--- src/rtl/gpio_irq_pkg.sv ---
package gpio_irq_pkg;
  typedef enum logic [1:0] {
    TRIG_LOW  = 2'd0,
    TRIG_HIGH = 2'd1,
    TRIG_RISE = 2'd2,
    TRIG_FALL = 2'd3
  } trig_e;

  // register select = byte address [4:2]
  typedef enum logic [2:0] {
    SEL_DATA = 3'd0,
    SEL_DIR  = 3'd1,
    SEL_PAD  = 3'd2,
    SEL_CFGL = 3'd3,
    SEL_CFGH = 3'd4,
    SEL_MASK = 3'd5,
    SEL_STS  = 3'd6,
    SEL_NONE = 3'd7
  } reg_sel_e;
endpackage

--- src/rtl/gpio_sync.sv ---
module gpio_sync #(
  parameter int W      = 32,
  parameter int STAGES = 2
) (
  input  logic         clk_i,
  input  logic         rst_ni,
  input  logic [W-1:0] async_i,
  output logic [W-1:0] sync_o
);
  logic [STAGES-1:0][W-1:0] stage_q;

  for (genvar s = 0; s < STAGES; s++) begin : g_stage
    always_ff @(posedge clk_i or negedge rst_ni) begin
      if (!rst_ni) stage_q[s] <= '0;
      else if (s == 0) stage_q[s] <= async_i;
      else stage_q[s] <= stage_q[(s > 0) ? s-1 : 0];
    end
  end

  assign sync_o = stage_q[STAGES-1];
endmodule

--- src/rtl/gpio_trig_detect.sv ---
module gpio_trig_detect
  import gpio_irq_pkg::*;
#(
  parameter int N = 32
) (
  input  logic           clk_i,
  input  logic           rst_ni,
  input  logic [N-1:0]   lvl_i,
  input  logic [2*N-1:0] cfg_i,
  output logic [N-1:0]   hit_o
);
  logic [N-1:0] prev_q;

  always_ff @(posedge clk_i or negedge rst_ni) begin
    if (!rst_ni) prev_q <= '0;
    else prev_q <= lvl_i;
  end

  for (genvar i = 0; i < N; i++) begin : g_pin
    trig_e code;
    assign code = trig_e'(cfg_i[2*i +: 2]);
    always_comb begin
      unique case (code)
        TRIG_LOW:  hit_o[i] = ~lvl_i[i];
        TRIG_HIGH: hit_o[i] = lvl_i[i];
        TRIG_RISE: hit_o[i] = lvl_i[i] & ~prev_q[i];
        TRIG_FALL: hit_o[i] = ~lvl_i[i] & prev_q[i];
        default:   hit_o[i] = 1'b0;
      endcase
    end
  end
endmodule

--- src/rtl/gpio_irq_status.sv ---
module gpio_irq_status #(
  parameter int N = 32
) (
  input  logic         clk_i,
  input  logic         rst_ni,
  input  logic [N-1:0] hit_i,
  input  logic [N-1:0] clr_i,
  output logic [N-1:0] sts_o
);
  always_ff @(posedge clk_i or negedge rst_ni) begin
    if (!rst_ni) sts_o <= '0;
    else sts_o <= (sts_o & ~clr_i) | hit_i; // set beats clear
  end
endmodule

--- src/rtl/gpio_irq_port.sv ---
module gpio_irq_port
  import gpio_irq_pkg::*;
#(
  parameter int N_PINS      = 32,
  parameter int ADDR_W      = 5,
  parameter int SYNC_STAGES = 2
) (
  input  logic              clk_i,
  input  logic              rst_ni,
  input  logic              req_i,
  input  logic              we_i,
  input  logic [ADDR_W-1:0] addr_i,
  input  logic [N_PINS-1:0] wdata_i,
  output logic [N_PINS-1:0] rdata_o,
  input  logic [N_PINS-1:0] pad_i,
  output logic [N_PINS-1:0] pad_o,
  output logic [N_PINS-1:0] pad_oe_o,
  output logic              irq_lo_o,
  output logic              irq_hi_o
);
  localparam int HALF = N_PINS / 2;

  logic [N_PINS-1:0] data_q, dir_q, mask_q, cfgl_q, cfgh_q;
  logic [N_PINS-1:0] pad_sync, hit, sts_q, clr;
  logic              wr_en;
  reg_sel_e          sel;

  assign sel   = reg_sel_e'(addr_i[4:2]);
  assign wr_en = req_i & we_i;

  always_ff @(posedge clk_i or negedge rst_ni) begin
    if (!rst_ni) begin
      data_q <= '0;
      dir_q  <= '0;
      mask_q <= '0;
      cfgl_q <= '0;
      cfgh_q <= '0;
    end else if (wr_en) begin
      unique case (sel)
        SEL_DATA: data_q <= wdata_i;
        SEL_DIR:  dir_q  <= wdata_i;
        SEL_CFGL: cfgl_q <= wdata_i;
        SEL_CFGH: cfgh_q <= wdata_i;
        SEL_MASK: mask_q <= wdata_i;
        default:  ;
      endcase
    end
  end

  assign clr = (wr_en && sel == SEL_STS) ? wdata_i : '0;

  gpio_sync #(.W(N_PINS), .STAGES(SYNC_STAGES)) u_sync (
    .clk_i   (clk_i),
    .rst_ni  (rst_ni),
    .async_i (pad_i),
    .sync_o  (pad_sync)
  );

  // pin n field at 2n of {high, low}
  gpio_trig_detect #(.N(N_PINS)) u_detect (
    .clk_i  (clk_i),
    .rst_ni (rst_ni),
    .lvl_i  (pad_sync),
    .cfg_i  ({cfgh_q, cfgl_q}),
    .hit_o  (hit)
  );

  gpio_irq_status #(.N(N_PINS)) u_status (
    .clk_i  (clk_i),
    .rst_ni (rst_ni),
    .hit_i  (hit),
    .clr_i  (clr),
    .sts_o  (sts_q)
  );

  always_comb begin
    unique case (sel)
      SEL_DATA: rdata_o = data_q;
      SEL_DIR:  rdata_o = dir_q;
      SEL_PAD:  rdata_o = pad_sync;
      SEL_CFGL: rdata_o = cfgl_q;
      SEL_CFGH: rdata_o = cfgh_q;
      SEL_MASK: rdata_o = mask_q;
      SEL_STS:  rdata_o = sts_q;
      default:  rdata_o = '0;
    endcase
  end

  assign pad_o    = data_q;
  assign pad_oe_o = dir_q;
  assign irq_lo_o = |(sts_q[HALF-1:0] & mask_q[HALF-1:0]);
  assign irq_hi_o = |(sts_q[N_PINS-1:HALF] & mask_q[N_PINS-1:HALF]);
endmodule

--- config.mk ---
export PLATFORM = sky130hd
export DESIGN_NAME = gpio_irq_port
export DESIGN_NICKNAME = d
export VERILOG_FILES = /design/src/rtl/gpio_irq_pkg.sv /design/src/rtl/gpio_sync.sv /design/src/rtl/gpio_trig_detect.sv /design/src/rtl/gpio_irq_status.sv /design/src/rtl/gpio_irq_port.sv
export SDC_FILE = /design/constraint.sdc
export NUM_CORES = 1
export LEC_CHECK = 0
export ABC_AREA = 1
export BUFFER_PORTS_ARGS = -buffer_cell sky130_fd_sc_hd__buf_4
export CAP_MARGIN = 0
export CORE_MARGIN = 3
export CORE_UTILIZATION = 40
export DETAILED_ROUTE_END_ITERATION = 16
export GPL_ROUTABILITY_DRIVEN = 0
export GPL_TIMING_DRIVEN = 0
export SLEW_MARGIN = 10
export SYNTH_ARGS = -nofsm -noshare
export SYNTH_HDL_FRONTEND = slang
export SYNTH_SLANG_ARGS = --single-unit
--- constraint.sdc ---
create_clock -name clk_i -period 4.06 [get_ports clk_i]
set_input_delay 1.218 -clock clk_i [delete_from_list [all_inputs] [get_ports clk_i]]
set_output_delay 1.218 -clock clk_i [all_outputs]
set_load 0.03 [all_outputs]
### Word-level counts from Yosys, hierarchy flattened

Cells that the tools add are included.

* register bits: 288
* input port bits: 73
* output and inout port bits: 98
* word-level logic and storage cells: 320

* equality and inequality tests: 102
* muxes and demuxes: 34
* bitwise operators: 134
* reductions and logical operators: 41

Operators by type and width (number)
* $pmux 32 s7: 1
* $eq 2x2->1 const B: 64
* $pmux 1 s4: 32
* $and 1x1->1: 65
* $eq 2x1->1 const B: 32
* $logic_not 2->1: 32
* $not 1->1: 64
* $and 16x16->16: 2
* $and 32x32->32: 1
* $mux 32: 1
* $not 32->32: 1
* $or 32x32->32: 1
* $reduce_or 16->1: 2
* $reduce_and 2->1: 5
* $eq 3x3->1 const B: 3
* $eq 3x2->1 const B: 2
* $eq 3x1->1 const B: 1
* $logic_not 3->1: 1
* $logic_and 1x1->1: 1

### Longest topological paths before layout

Gate-level depths: netlist of the first run.

* depth in word-level cells: 6
* gate-level depth with buffers: 9
* depth with buffers taken out: 7

### By module

From an unflattened synthesis of the first run, not the netlist that was laid out.

* cell total of the unflattened synthesis: 1883
* area total of the unflattened synthesis: 14279.9 sq um

Modules (own cells, without submodules)
* gpio_irq_port: times used 1, cells an instance 1147, area an instance 8634.5 sq um, seq. area each 4003.8 sq um
* gpio_trig_detect: times used 1, cells an instance 480, area an instance 2522.4 sq um, seq. area each 800.8 sq um
* gpio_sync: times used 1, cells an instance 96, area an instance 1841.8 sq um, seq. area each 1601.5 sq um
* gpio_irq_status: times used 1, cells an instance 160, area an instance 1281.2 sq um, seq. area each 800.8 sq um

### Worst setup path before layout of the first run

Ideal clock, no wire load.

* path kind: input to output
* from: input addr_i[4]
* to: output rdata_o[22]
* arrival: 2209 ps
* data required time: 2842 ps
* slack: 633 ps
* stages on the path: 9
* buffers on the path: 4
* cell sequence: buf_4 inv_2 buf_6 buf_6 buf_6 nand4_1 nand2_1 nor2_1 nand2_1

* word-level cells in the longest chain between the ends: 2
* elaborated cells between the ends (all ways): 8
* classes of those cells: eq/ne: 6; mux: 1; reduce/logical: 1

Ends and longest elaborated chain
* start: declaration: RTL line gpio_irq_port.sv:12 `input logic [ADDR_W-1:0] addr_i,`
* $eq 3x3->1 (tied with other cells): RTL line gpio_irq_port.sv:77 `unique case (sel)`
* $pmux 32 s7 (*): RTL line gpio_irq_port.sv:77
* end: declaration: RTL line gpio_irq_port.sv:14 `output logic [N_PINS-1:0] rdata_o,`

Every way passes the cells marked *; elsewhere a longest branch is shown, timed or not.

### Worst setup path after layout of the first run

* from: input addr_i[3]
* to: output rdata_o[8]

Same word-level chain as after synthesis.

==> parameters.txt, run 1 <==
Parameter                              Value

Run status
  Status    complete, no violations

Clocking
  CTS Sinks    288
  H-tree Lvls    2
  Reg clk slew, reported paths    0.06 ns
  Clock Latency Late Sink    between 0.5 and 0.6 ns
  Number of buffers inserted for hold repair after clock tree synthesis    0
  Quantity of gates resized following cts    0
  Clock tree from TritonCTS    done
  CTS buffer count    35
  Post-CTS repair timing setup buffer count    0
  Clock tree buffer depth    3
  Root buffer cell    sky130_fd_sc_hd__clkbuf_16

Synthesis
  Post-synthesis area per instance    roughly 7.9 um^2
  Number of synthesized register bits    ~290
  Number of instances in the synthesized netlist    between 1500 and 2000
  Number of warnings issued by yosys    0
  Synthesized cell area    0.01344 mm^2
  Sequential cell area fraction in the yosys report    between 50 and 60%
  Total nets after synthesis    ~1800
  Count of unique library cells instantiated by Yosys    23

Cells and area
  Final cell count without fillers    between 2000 and 2500
  Core occupancy in the finished layout    50.22%
  Antenna Cells    0
  Flip-flop and latch area    just over 0.007 mm^2
  Multi-input gate area in the final layout    between 0.004 and 0.005 mm^2
  Share of post-route cells with drive strength above 1    between 10% and 20%
  Area growth from synthesis to layout    22.52%
  Nets    1970
  FILL cells    3200

Timing
  Final max-slew violation count    0
  Max-Slew Margin vs Limit    between 40% and 50%
  Final cycle utilization of the critical path    between 90% and 100%
  Final setup violation count    0
  Transition time at the pin with the least slew margin    approximately 0.81 ns
  Time the final worst path needs with I/O delays and setup    slightly below 4 ns
  RSZ-0062 raised after global routing    false
  Timing-limited maximum frequency    ~0.25 GHz
  Endpoints failing hold    0
  Worst-case clock skew    0.02544 ns

Pwr
  Sw Pwr    about 2.9 mW
  Net switching fraction of the power    33.34%
  Pwr per Cell Area    around 530 mW/mm^2
  Cell-internal power    5.790 mW
  Power share of the clock group    between 30% and 40%
  LEAKAGE    8.522 nW
  Sequential Power Share    approximately 42%
  Part of the total power dissipated in combinational logic    21.9%
  Maximum ir drop on the vdd rail    292.3 uV

Job
  MaxCap Viol Count    0

Critical path
  Slowest-stage cell, CP    sky130_fd_sc_hd__clkbuf_1
  Crit end category    output port
  CP max FO    10
  Logic depth of the worst register-to-register path    5
  Most frequent cell on the critical path    sky130_fd_sc_hd__nand2_1
  Delay-heaviest family, CP    buffers and inverters
  Signal arrival time at the worst endpoint    roughly 2.8 ns
  Cell breakdown of the critical path    buf_6, inv_4, clkbuf_1, nand4_1, nand2_1, nor2_1, nand2_1, buf_4
  Critical path class    input pin to output port
  Longest individual stage delay on the worst path    0.63 ns
  Stages on worst setup path    8
  Type of origin of the critical path    input pin
  Buf/Inv on CP    4
  Req. time, crit path    roughly 2.8 ns

Detailed routing
  Average wire per standard cell    20.23 um
  Via count    12700
  Detail-routed via count per cell    approximately 5.4
  Count of TritonRoute iterations in the first routing pass    6
  DR DRC count    0
  Sum of routed wire length over all layers    approximately 48000 um
  Iter 0 DRT Violations    1364
  Count of antenna-violating nets left after detailed routing    0

Placed design
  Total of buffers placed on input and output ports    ~170
  Dpl hpwl    around 35000 um
  Placed instance count    about 2300

Global routing
  Pin count of the biggest net entering global routing    109
  Residual overflow from global routing    0
  Vias in the first global route    about 12000
  Total routing resource utilization after global routing    between 20% and 30%
  Antenna violations before repair    0
  Wire length of the first global-routing pass    approximately 70000 um

Floorplanning
  Row cnt    66
  Chip Width    around 190 um
  Total Die Area    ~0.036 mm^2
  Placeable Area    0.03278 mm^2
  Chip height    between 150 and 200 um
  Initial core utilization    40.99%
  # IOs    roughly 170

Hold path
  Path category of the worst min-delay check    register to register
  WHS Path Cells    0
[routing by layer]
metal	vias up	GRT usage, %	routed length, um
met5	-	0	0
met4	0	9.554	1735
met3	110	4.184	4112
met2	642	42.74	22290
met1	6093	36.13	19700
li1	5850	-	-
[flip-flops by register name, indices dropped and copies added, names as in the netlist]
name	cells
u_detect.prev_q	32
cfgh_q	32
mask_q	32
u_sync.stage_q	32
pad_o	32
u_status.sts_o	32
u_sync.sync_o	32
pad_oe_o	32
cfgl_q	32
[per-stage QoR]
step | TNS (ns) | setup WS, ns | power [mW] | hold WS, ns | area (um^2)
floorplan | 0 | 0.6329 | 4.770 | 0.3312 | 13440
global route | 0 | 0.08384 | 9.091 | 0.3532 | 16460
CTS | 0 | 0.2108 | 8.721 | 0.3478 | 16460
finish | 0 | 0.09648 | 8.686 | 0.3431 | 16460
detailed placement | 0 | 0.2156 | 5.613 | 0.3347 | 15320
global placement | -243.57 | -0.8699 | 5.549 | 0.3313 | 15230
[path summary, 6_finish.rpt]
| check | start | end | slack [ns] |
|---|---|---|---|
| max in group asynchronous | rst_ni | pad_oe_o[18] | 2.25 |
| setup / recovery | addr_i[3] | rdata_o[8] | 0.1 |
| min in group asynchronous | rst_ni | u_sync.sync_o[30] | 0.60 |
| setup reg to reg | u_sync.sync_o[10] | u_status.sts_o[10] | 2.83 |
| hold reg to reg | u_sync.stage_q[11] | u_sync.sync_o[11] | 0.34 |
| hold / removal | u_sync.stage_q[11] | u_sync.sync_o[11] | 0.34 |
[layout by cell type (no fill, tap or decap)]
cell,count
sky130_fd_sc_hd__a21oi_1,47
sky130_fd_sc_hd__buf_1,5
sky130_fd_sc_hd__buf_16,3
sky130_fd_sc_hd__buf_2,54
sky130_fd_sc_hd__buf_4,177
sky130_fd_sc_hd__buf_6,7
sky130_fd_sc_hd__buf_8,1
sky130_fd_sc_hd__bufinv_16,1
sky130_fd_sc_hd__clkbuf_1,22
sky130_fd_sc_hd__clkbuf_16,36
sky130_fd_sc_hd__clkbuf_2,1
sky130_fd_sc_hd__clkbuf_8,8
sky130_fd_sc_hd__clkinv_2,5
sky130_fd_sc_hd__clkinv_4,1
sky130_fd_sc_hd__clkinv_8,1
sky130_fd_sc_hd__clkinvlp_4,2
sky130_fd_sc_hd__dfrtp_1,288
sky130_fd_sc_hd__inv_1,193
sky130_fd_sc_hd__inv_2,2
sky130_fd_sc_hd__inv_4,1
sky130_fd_sc_hd__inv_6,1
sky130_fd_sc_hd__nand2_1,531
sky130_fd_sc_hd__nand2_2,1
sky130_fd_sc_hd__nand3_1,66
sky130_fd_sc_hd__nand3_2,2
sky130_fd_sc_hd__nand3_4,2
sky130_fd_sc_hd__nand4_1,136
sky130_fd_sc_hd__nand4_4,1
sky130_fd_sc_hd__nor2_1,147
sky130_fd_sc_hd__nor2_2,1
sky130_fd_sc_hd__nor2_4,3
sky130_fd_sc_hd__o21ai_0,142
sky130_fd_sc_hd__o21ai_1,35
[area by class of cell]
cell class | instances | area share (%)
sequential | 288 | 43.77
timing repair buffer | 168 | 8.071
clock buffer | 52 | 6.323
clock inverter | 11 | 0.6308
inverter | 196 | 4.484
tap | 442 | 3.359
multi-input combinational | 1114 | 30.18
buffer | 94 | 3.177
[kinds of logic after synthesis]
kind of cell | count (synthesis) | synth area share, %
buffers and inverters | 290 | 9.385
flip-flops | 288 | 53.63
AO/OA/AOI/OAI | 224 | 8.343
AND/OR/NAND/NOR | 890 | 28.64
[synth_stat cells (all sizes together)]
master,number,area (um^2)
a21oi,47,235.2
buf,79,465.5
clkbuf,15,57.55
dfrtp,288,7207
inv,196,738.2
nand2,532,1999
nand3,70,385.4
nand4,137,872.1
nor2,151,591.8
o21ai,177,885.8
[power groups by stage]
stage / logic (mW) / registers [mW] / clock network (mW)
detailed placement: 1.90 / 3.72 / 0
floorplan: 0.930 / 3.84 / 0
global route: 2.10 / 3.73 / 3.26
CTS: 1.91 / 3.67 / 3.15
global placement: 1.84 / 3.71 / 0
finish: 1.90 / 3.68 / 3.10
Power figures use the tool's default switching activity.
==> inputs of run 2 (changes only) <==
- RECOVER_POWER: unset -> 25
==> run 2 against run 1 <==
The run now ends with capacitance limit, slew limit left. Clock power barely moved. Die area unchanged. Worst hold slack improved by 0.0014 ns. Sequential share of layout area hardly changed. Final cell count did not move. Highest routed layer unchanged.
==> parameters.txt, run 2 (synthesis results as in run 1) <==
Parameter                              Value

Detailed routing
  Via count    12750
  Sum of routed wire length over all layers    approximately 48000 um
  Count of TritonRoute iterations in the first routing pass    5
  Iter 0 DRT Violations    1300
  Average wire per standard cell    between 20 and 25 um
  Detail-routed via count per cell    5.392
  DR DRC count    0
  Count of antenna-violating nets left after detailed routing    0

Pwr
  Maximum ir drop on the vdd rail    between 200 and 300 uV
  LEAKAGE    8.510 nW
  Final Power    between 8 and 9 mW
  Pwr per Cell Area    about 530 mW/mm^2

Cells and area
  Area growth from synthesis to layout    22.44%
  Most common library cell in the layout ignoring fill and taps    sky130_fd_sc_hd__nand2_1
  Final cell count without fillers    2365
  Finished Cell Area    around 0.016 mm^2
  Nets    about 2000
  FILL cells    about 3200
  Highest-count cells in the layout ignoring fill and taps    sky130_fd_sc_hd__nand2_1, sky130_fd_sc_hd__dfrtp_1, sky130_fd_sc_hd__inv_1
  Share of post-route cells with drive strength above 1    roughly 16%
  Antenna Cells    0
  Core occupancy in the finished layout    between 50% and 60%

Clocking
  CTS buffer count    35
  CTS Sinks    around 290
  Clock tree buffer depth    3
  Clock tree from TritonCTS    done
  Clock Latency Late Sink    approximately 0.53 ns
  H-tree Lvls    2
  Post-CTS repair timing setup buffer count    0
  Reg clk slew, reported paths    0.06 ns
  Quantity of gates resized following cts    0
  Number of buffers inserted for hold repair after clock tree synthesis    0
  Root buffer cell    sky130_fd_sc_hd__clkbuf_16

Critical path
  Signal arrival time at the worst endpoint    about 2.7 ns
  Flop-to-flop setup slack    2.84 ns
  Critical path class    input pin to output port
  CP max FO    10
  Req. time, crit path    2.84 ns
  Crit end category    output port
  Type of origin of the critical path    input pin

Timing
  Setup TNS    0 ns
  Post-route worst hold slack    approximately 0.34 ns
  Final max-slew violation count    46
  RSZ-0062 raised after global routing    false
  Time the final worst path needs with I/O delays and setup    approximately 3.9 ns
  Final setup violation count    0
  Endpoints failing hold    0
  Final cycle utilization of the critical path    96.69%
  Worst-case clock skew    0.02276 ns
  Max-Slew Margin vs Limit    -83.73%
  Minimum setup slack in the final design    0.1343 ns
  Timing-limited maximum frequency    about 0.25 GHz
  Transition time at the pin with the least slew margin    roughly 2.8 ns

Placed design
  Placed instance count    roughly 2300
  Total of buffers placed on input and output ports    around 170
  Dpl hpwl    around 35000 um
  Dpl ws    0.2156 ns
  Cell area after placement    between 0.015 and 0.02 mm^2

Global routing
  Pin count of the biggest net entering global routing    ~110
  Total routing resource utilization after global routing    a little over a quarter
  Wire length of the first global-routing pass    71990 um
  Residual overflow from global routing    0
  Vias in the first global route    12180
  Antenna violations before repair    0

Floorplanning
  Chip Width    approximately 190 um
  Row cnt    66
  Chip height    189.3 um
  Initial core utilization    around two fifths
  Total Die Area    approximately 0.036 mm^2
  # IOs    around 170
  Placeable Area    around 0.033 mm^2

Run status
  Status    finished with violations
  Violated checks    capacitance limit, slew limit

Hold path
  Path category of the worst min-delay check    register to register

Job
  MaxCap Viol Count    1
==> run 2: cell types whose count changed in the layout (fill, tap and decap cells not counted) <==
cell	previous run	this run
sky130_fd_sc_hd__clkbuf_1	22	23
sky130_fd_sc_hd__buf_8	1	0
sky130_fd_sc_hd__clkbuf_4	0	32
sky130_fd_sc_hd__buf_4	177	145
==> run 2: where the power goes <==
part | internal [mW] | total [mW] | switching, mW
clock | 1.85 | 3.09 | 1.25
combinational | 0.665 | 1.90 | 1.24
sequential | 3.28 | 3.68 | 0.406
==> run 2: final cells by class <==
type	count	area, um^2	share of cell area [%]
tap	442	553.0	3.361
clock inverter	11	103.9	0.6312
inverter	196	738.2	4.487
multi-input combinational	1114	4970	30.21
timing repair buffer	168	1318	8.008
clock buffer	52	1041	6.327
buffer	94	523.0	3.179
sequential	288	7207	43.80
==> run 2: final timing paths <==
kind / start / endpoint / cells past startpoint
max in group asynchronous: rst_ni / u_sync.stage_q[11] / 3
hold reg to reg: u_sync.stage_q[11] / u_sync.sync_o[11] / 0
setup reg to reg: u_sync.sync_o[10] / u_status.sts_o[10] / 5
hold / removal: u_sync.stage_q[11] / u_sync.sync_o[11] / 0
min in group asynchronous: rst_ni / u_sync.sync_o[30] / 1
setup / recovery: addr_i[3] / rdata_o[8] / 8
==> run 2: critical path, stage by stage <==
cell                       delay (ns)
sky130_fd_sc_hd__buf_6           0.13
sky130_fd_sc_hd__inv_4           0.11
sky130_fd_sc_hd__clkbuf_1        0.61
sky130_fd_sc_hd__nand4_1         0.16
sky130_fd_sc_hd__nand2_1         0.17
sky130_fd_sc_hd__nor2_1          0.06
sky130_fd_sc_hd__nand2_1         0.07
sky130_fd_sc_hd__buf_4           0.16
==> run 2: routing by layer <==
layer | routed length [um] | vias up | global-route usage (%)
met2 | 22240 | 652 | 42.74
li1 | - | 5857 | -
met4 | 1787 | 0 | 9.554
met3 | 4162 | 116 | 4.184
met1 | 19730 | 6127 | 36.13
met5 | 0 | - | 0
